[config.mk]
export PLATFORM = sky130hd
export DESIGN_NAME = fbr_requester
export DESIGN_NICKNAME = d
export VERILOG_FILES = /design/src/rtl/fbr_pkg.sv /design/src/rtl/fbr_line_watch.sv /design/src/rtl/fbr_ctrl.sv /design/src/rtl/fbr_line_drive.sv /design/src/rtl/fbr_chain.sv /design/src/rtl/fbr_requester.sv
export SDC_FILE = /design/constraint.sdc
export NUM_CORES = 1
export LEC_CHECK = 0
export ABC_AREA = 1
export BUFFER_PORTS_ARGS = -buffer_cell sky130_fd_sc_hd__clkbuf_2
export CAP_MARGIN = 20
export CORE_AREA = 2 2 39 41
export DETAILED_ROUTE_END_ITERATION = 12
export DIE_AREA = 0 0 41 43
export PLACE_DENSITY = 0.47
export SETUP_SLACK_MARGIN = 0.2
export SLEW_MARGIN = 10
export SYNTH_ARGS = -nofsm -noshare
export SYNTH_HDL_FRONTEND = slang
export SYNTH_SLANG_ARGS = --single-unit
[constraint.sdc]
create_clock -name clk -period 2.5 [get_ports clk]
set_clock_uncertainty 0.05 [all_clocks]
set_input_delay 0.125 -clock clk [delete_from_list [all_inputs] [get_ports clk]]
set_output_delay 0.125 -clock clk [all_outputs]
set_load 0.02 [all_outputs]
[src/rtl/fbr_pkg.sv]
package fbr_pkg;
  typedef enum logic [1:0] {
    ST_IDLE = 2'd0,
    ST_ASK  = 2'd1,
    ST_OWN  = 2'd2,
    ST_PARK = 2'd3
  } fbr_state_e;
endpackage

[src/rtl/fbr_line_watch.sv]
module fbr_line_watch #(
  parameter int NUM_LEVELS = 4,
  localparam int LVL_W = (NUM_LEVELS > 1) ? $clog2(NUM_LEVELS) : 1
) (
  input  logic [NUM_LEVELS-1:0] req_in,
  input  logic [LVL_W-1:0]      level,
  output logic                  own_line_up,
  output logic                  any_line_up
);
  logic [NUM_LEVELS-1:0] hit;

  for (genvar g = 0; g < NUM_LEVELS; g++) begin : g_sel
    assign hit[g] = req_in[g] && (level == LVL_W'(g));
  end

  assign own_line_up = |hit;
  assign any_line_up = |req_in;
endmodule

[src/rtl/fbr_ctrl.sv]
module fbr_ctrl
  import fbr_pkg::*;
(
  input  logic       clk,
  input  logic       rst_n,
  input  logic       fair_en,
  input  logic       ror_en,
  input  logic       loc_req,
  input  logic       loc_done,
  input  logic       own_line_up,
  input  logic       any_line_up,
  input  logic       grant_in,
  output fbr_state_e state
);
  fbr_state_e nxt;

  always_comb begin
    nxt = state;
    unique case (state)
      ST_IDLE: if (loc_req && !(fair_en && own_line_up)) nxt = ST_ASK;
      ST_ASK:  if (grant_in) nxt = ST_OWN;
      ST_OWN:  if (loc_done) nxt = ror_en ? ST_PARK : ST_IDLE;
      ST_PARK: begin
        if (any_line_up)  nxt = ST_IDLE;
        else if (loc_req) nxt = ST_OWN;
      end
      default: nxt = ST_IDLE;
    endcase
  end

  always_ff @(posedge clk or negedge rst_n) begin
    if (!rst_n) state <= ST_IDLE;
    else        state <= nxt;
  end
endmodule

[src/rtl/fbr_line_drive.sv]
module fbr_line_drive #(
  parameter int NUM_LEVELS = 4,
  localparam int LVL_W = (NUM_LEVELS > 1) ? $clog2(NUM_LEVELS) : 1
) (
  input  logic                  asking,
  input  logic [LVL_W-1:0]      level,
  output logic [NUM_LEVELS-1:0] req_line
);
  for (genvar g = 0; g < NUM_LEVELS; g++) begin : g_drv
    assign req_line[g] = asking && (level == LVL_W'(g));
  end
endmodule

[src/rtl/fbr_chain.sv]
module fbr_chain (
  input  logic clk,
  input  logic rst_n,
  input  logic idle,
  input  logic grant_in,
  output logic grant_out
);
  always_ff @(posedge clk or negedge rst_n) begin
    if (!rst_n) grant_out <= 1'b0;
    else        grant_out <= grant_in && idle;
  end
endmodule

[src/rtl/fbr_requester.sv]
module fbr_requester
  import fbr_pkg::*;
#(
  parameter int NUM_LEVELS = 4,
  localparam int LVL_W  = (NUM_LEVELS > 1) ? $clog2(NUM_LEVELS) : 1,
  localparam int MODE_W = LVL_W + 2
) (
  input  logic                  clk,
  input  logic                  rst_n,
  input  logic [MODE_W-1:0]     mode,
  input  logic                  loc_req,
  input  logic                  loc_done,
  input  logic [NUM_LEVELS-1:0] req_in,
  input  logic                  grant_in,
  output logic [NUM_LEVELS-1:0] req_line,
  output logic                  grant_out,
  output logic                  bus_busy,
  output logic                  loc_grant
);
  logic [LVL_W-1:0] level;
  logic             ror_en, fair_en;
  logic             own_line_up, any_line_up;
  fbr_state_e       state;

  assign level   = mode[LVL_W-1:0];
  assign ror_en  = mode[LVL_W];
  assign fair_en = mode[LVL_W+1];

  fbr_line_watch #(.NUM_LEVELS(NUM_LEVELS)) u_watch (
    .req_in(req_in), .level(level),
    .own_line_up(own_line_up), .any_line_up(any_line_up)
  );

  fbr_ctrl u_ctrl (
    .clk(clk), .rst_n(rst_n), .fair_en(fair_en), .ror_en(ror_en),
    .loc_req(loc_req), .loc_done(loc_done),
    .own_line_up(own_line_up), .any_line_up(any_line_up),
    .grant_in(grant_in), .state(state)
  );

  fbr_line_drive #(.NUM_LEVELS(NUM_LEVELS)) u_drive (
    .asking(state == ST_ASK), .level(level), .req_line(req_line)
  );

  fbr_chain u_chain (
    .clk(clk), .rst_n(rst_n), .idle(state == ST_IDLE),
    .grant_in(grant_in), .grant_out(grant_out)
  );

  assign bus_busy  = (state == ST_OWN) || (state == ST_PARK);
  assign loc_grant = (state == ST_OWN);
endmodule

Word level (Yosys, flattened, before mapping)
Index checks and enable logic that the tools add are counted.
{"block": "op_classes", "eq_ne": 10, "mux": 7, "reduce_logical": 18}
{"op": "$mux W2", "n": 6}
{"op": "$logic_and A1 B1 Y1", "n": 11}
{"op": "$eq A2 B2 Y1 const B", "n": 4}
{"op": "$pmux W2 S4", "n": 1}
{"op": "$reduce_or A4 Y1", "n": 2}
{"op": "$ne A2 B2 Y1 const B", "n": 3}
{"op": "$eq A2 B1 Y1 const B", "n": 2}
{"op": "$logic_not A2 Y1", "n": 2}
{"op": "$reduce_and A4 Y1", "n": 1}
{"op": "$ne A3 B3 Y1 const B", "n": 1}
{"op": "$logic_not A1 Y1", "n": 1}
{"op": "$logic_or A1 B1 Y1", "n": 1}
{"block": "totals", "ff_bits": 3, "out_inout_bits": 7}

Depth between registers and ports, before layout
{"block": "logic_depth", "depth_word": 8, "ltp_mapped": 8}

Hierarchy
Synthesis repeated with hierarchy kept, for this count alone.
{"block": "hier_totals", "cells_unflattened": 57, "hier_area_um2": 306.5}
{"module": "fbr_ctrl", "instances": 1, "cells_each": 26, "area_per_inst_um2": 161.4, "seq_area_each_um2": 50.0}
{"module": "fbr_line_watch", "instances": 1, "cells_each": 14, "area_per_inst_um2": 57.6, "seq_area_each_um2": 0.0}
{"module": "fbr_chain", "instances": 1, "cells_each": 3, "area_per_inst_um2": 32.5, "seq_area_each_um2": 25.0}
{"module": "fbr_line_drive", "instances": 1, "cells_each": 8, "area_per_inst_um2": 30.0, "seq_area_each_um2": 0.0}
{"module": "fbr_requester", "instances": 1, "cells_each": 6, "area_per_inst_um2": 25.0, "seq_area_each_um2": 0.0}

Least setup slack after synthesis
Ideal clock, no wire load.
{"block": "synth_timing", "path_type": "flip-flop to output port", "startpoint": "reg u_ctrl.state[0]", "endpoint": "out req_line[0]", "arrival_ns": 1.114, "setup_slack_ns": 1.211, "stages_incl_launch_ff": 5, "n_path_buf": 0, "cell_sequence": "dfrtp_1 > inv_2 > nor2_2 > inv_2 > nor3_1"}
{"block": "synth_via", "elab_chain_len": 2}
{"element": "start, declared", "line_no": "fbr_ctrl.sv:13", "source": "output fbr_state_e state"}
{"element": "start signal, assigned", "line_no": "fbr_ctrl.sv:33", "source": "else state <= nxt;"}
{"element": "$eq A2 B1 Y1", "line_no": "fbr_requester.sv:42", "source": ".asking(state == ST_ASK), .level(level), .req_line(req_line)"}
{"element": "$logic_and A1 B1 Y1", "line_no": "fbr_line_drive.sv:10", "source": "assign req_line[g] = asking && (level == LVL_W'(g));"}
{"element": "end, declared", "line_no": "fbr_requester.sv:15", "source": "output logic [NUM_LEVELS-1:0] req_line,"}
Every way passes these cells.

Worst setup path after layout
{"block": "layout_timing", "startpoint": "reg u_ctrl.state[0]", "endpoint": "out req_line[2]"}
The elaborated chain is that of the path after synthesis.

==> out/results.env <==
CTS.SINKS=3
DPL.CELL_COUNT=78
FINALWORSTPATHREQUIREDPERIOD_NS=1.44
POST_SYNTH_INST_COUNT=44
SYNTHESIS.AREA_UM2=269
GLOBAL_ROUTE_WIRE_LENGTH_BEFORE_REPAIR_UM=1090
SYNTHESIS.YOSYS.WARNINGS=0
POSTSYNTHREGISTERBITS=3
ANTENNA_FOUND_INITIAL=0
PLACEMENT_ROWS=14
DRT_FIRST_ITER_VIOLATIONS=0
ROUTED_WIRELENGTH_UM=726
NUMCTSBUFFERS=3
CRITICAL_PATH_DATA_ARRIVAL_TIME_NS=1.26
FP.DIEAREA_UM2=1760
CLOCK-ROOT-BUFFER='clkbuf_4'
GRT_PASS1_VIAS=284
CRITICAL_PATH_REQUIRED_NS=2.33
NUM-NETS-FINAL=81
DRT-WIRELENGTH-PER-CELL_UM=8.75
DIE_HEIGHT_UM=43
FINALINSTANCEAREA_UM2=417
MAX_SLEW_MARGIN=0.842
REPORT.FINAL.SLEW_VIOL_COUNT=0
PORT_BUFS=19
WORST_SKEW_PAIR.LATE_LATENCY_NS=0.23
FINAL_HOLD_VIOL_COUNT=0
TIMING.CRITICAL_PATH.FANOUT_MAX=6
POST_SYNTH.CELL_AREA_AVG_UM2=6.11
DP.FINAL_HPWL_UM=590
CLOCK.FMAX_MHz=695
POSTSYNTHNETCOUNT=57
LEAKAGEPOWER_nW=0.238
ANTENNA_CELLS_INSERTED=0
CTS_POST_SETUP_BUFFERS_INSERTED=0
POST-ROUTE-PERIOD-UTIL=0.575
DRT-PASS1-ITER-COUNT=1
FINALWORSTSETUPSLACK_NS=1.06
TRITONCTS_CLOCK_TREE='done'
LAYOUTNONFILLERINSTCOUNT=83
CP-END-KIND='primary output'
PIN_COUNT_OF_THE_BIGGEST_NET_ENTERING_GLOBAL_ROUTING=8
SYNTH.YOSYS.SEQ_AREA_SHARE=0.279
FINALWEIGHTEDCONGESTION=0.770
IOS=20
AREA_OF_THE_MULTI_INPUT_GATES_UM2=164
SYNTH-ADDER-AREA-SHARE=0
CTSLONGESTPATHBUFFERS=2
GROUTE.USAGE.OVERALL=0.0957
TIMING_WORST_SLEW_PIN_VALUE_NS=0.238
FINAL_DESIGN_UTILIZATION=0.301
SETUP_TNS_NS=0
N_FILL_CELL=164
FINALSETUPVIOLATIONS=0
STARTING_UTILIZATION_OF_THE_CORE_AREA=0.194
PATH_CLASS='reg -> out'
SYNTH_COMPOUND_AREA_FRAC=0.107
RUN_STATUS='finished, final reports clean'
POST_SYNTHESIS_SHARE_OF_CELL_AREA_SPENT_ON_AND_OR_NAND_AND_NOR_GATES=0.502
PLACE_AREA_UM2=380
FINAL_LAYOUT_SIZE_SUFFIX_GT1_FRAC=0.418
DIEWIDTH_UM=41
POSTROUTEANTENNANETS=0
DOMINANT_COMBINATIONAL_CELL_FAMILY_BY_AREA_AFTER_SYNTHESIS='simple AND/OR/NAND/NOR gates'
YOSYS.AREA_SHARE.XOR_XNOR=0
VDD_DROP_MAX_mV=0.432
WORSTHOLDPATHTYPE='in -> reg'
ROUTE.DETAILED.DRC=0
VIAS_PER_CELL=4.27
YOSYSUNIQUECELLTYPES=15
DESIGN.CORE.AREA_UM2=1380
GRT_SETUP_UNREPAIRED='no'
GLOBALROUTE.TOTALOVERFLOW=0
POWER_DENSITY_CELLS_nW_PER_UM2=922
CLKTRANSATPATHREGS_NS=0.04
KIND_OF_LAUNCH_POINT_OF_THE_WORST_SETUP_PATH='register'
MULTIPLEXER_FRACTION_OF_THE_SYNTHESIZED_CELL_AREA=0
AREA_GROWTH_PCT=54.9
NUM_VIAS=354
PRE_CTS_WS_NS=1.28
MAX-CAP-VIOLATIONS=0
H-TREE-DEPTH=1
REGAREA_UM2=75.1
layer usage:
| metal | up-vias | track usage | part of all wire |
|---|---|---|---|
| met5 | - | 0 | 0 |
| met4 | 0 | 0.0600 | 0 |
| met3 | 0 | 0.0314 | 0.11 |
| met2 | 16 | 0.141 | 0.44 |
| met1 | 148 | 0.114 | 0.45 |
| li1 | 190 | - | - |
sequential cells by signal, summed over array words and instances (netlist names):
| register | count |
|---|---|
| u_ctrl.state | 2 |
| u_chain.grant_out | 1 |
kinds of logic after synthesis:
family          Yosys count
simple gates             28
compound gates            5
buf+inv                   8
flops                     3
metrics by stage:
step / hold WS, ns / power (mW)
global route: 0.112 / 0.422
CTS: 0.0957 / 0.392
detailed placement: -0.128 / 0.295
floorplan: -0.221 / 0.241
finish: 0.104 / 0.384
global placement: -0.125 / 0.300
report_power, final:
| part | total (mW) | internal (mW) | leakage [nW] | switching, mW |
|---|---|---|---|---|
| registers | 0.0996 | 0.0694 | 0.0380 | 0.0302 |
| clock network | 0.0889 | 0.0601 | 0.0150 | 0.0289 |
| logic | 0.196 | 0.0723 | 0.185 | 0.123 |
| total | 0.384 | 0.202 | 0.238 | 0.182 |
path summary, 6_finish.rpt:
| path | from | end | slack (ns) | cells past startpoint |
|---|---|---|---|---|
| min in group asynchronous | rst_n | u_ctrl.state[0] | 0.16 | 2 |
| hold reg to reg | u_ctrl.state[1] | u_chain.grant_out | 0.52 | 1 |
| setup / recovery | u_ctrl.state[0] | req_line[2] | 1.06 | 5 |
| max in group asynchronous | rst_n | u_ctrl.state[1] | 2.13 | 2 |
| setup reg to reg | u_ctrl.state[0] | u_ctrl.state[0] | 1.32 | 5 |
| hold / removal | grant_in | u_chain.grant_out | 0.10 | 3 |
cells in the mapped netlist (all sizes together):
| master | n | share of area |
|---|---|---|
| a21oi | 2 | 0.037 |
| clkbuf | 1 | 0.014 |
| dfrtp | 3 | 0.28 |
| inv | 7 | 0.098 |
| nand2 | 8 | 0.11 |
| nand3 | 7 | 0.13 |
| nand4 | 1 | 0.023 |
| nor2 | 7 | 0.14 |
| nor3 | 5 | 0.093 |
| o21ai | 3 | 0.070 |
worst max-delay path, stage by stage, from the launching register on:
cell and delay [ns]:
dfrtp_1 0.46, inv_2 0.05, nor2_2 0.11, inv_2 0.07
nor3_1 0.14, clkbuf_2 0.19
cell usage in the layout, fill, tap and decap left out, drive strengths merged:
cell         instances
clkbuf              23
nand2                8
inv                  7
nand3                7
nor3                 5
dlygate4sd3          1
a21oi                2
nand4                1
nor2                 7
o21ai                3
dfrtp                3
area by class of cell:
cell class / count / share of cell area
clock buffer: 4 / 0.0631
sequential: 3 / 0.180
timing repair buffer: 20 / 0.252
multi-input combinational: 33 / 0.393
inverter: 7 / 0.0631
tap: 16 / 0.0480
what timing repair did:
action | in CTS | in global routing
hold buffers | 1 | 0
gates resized for setup | 0 | 0
hold endpoints to repair | 3 | 0
(Power assumes the default switching activity.)
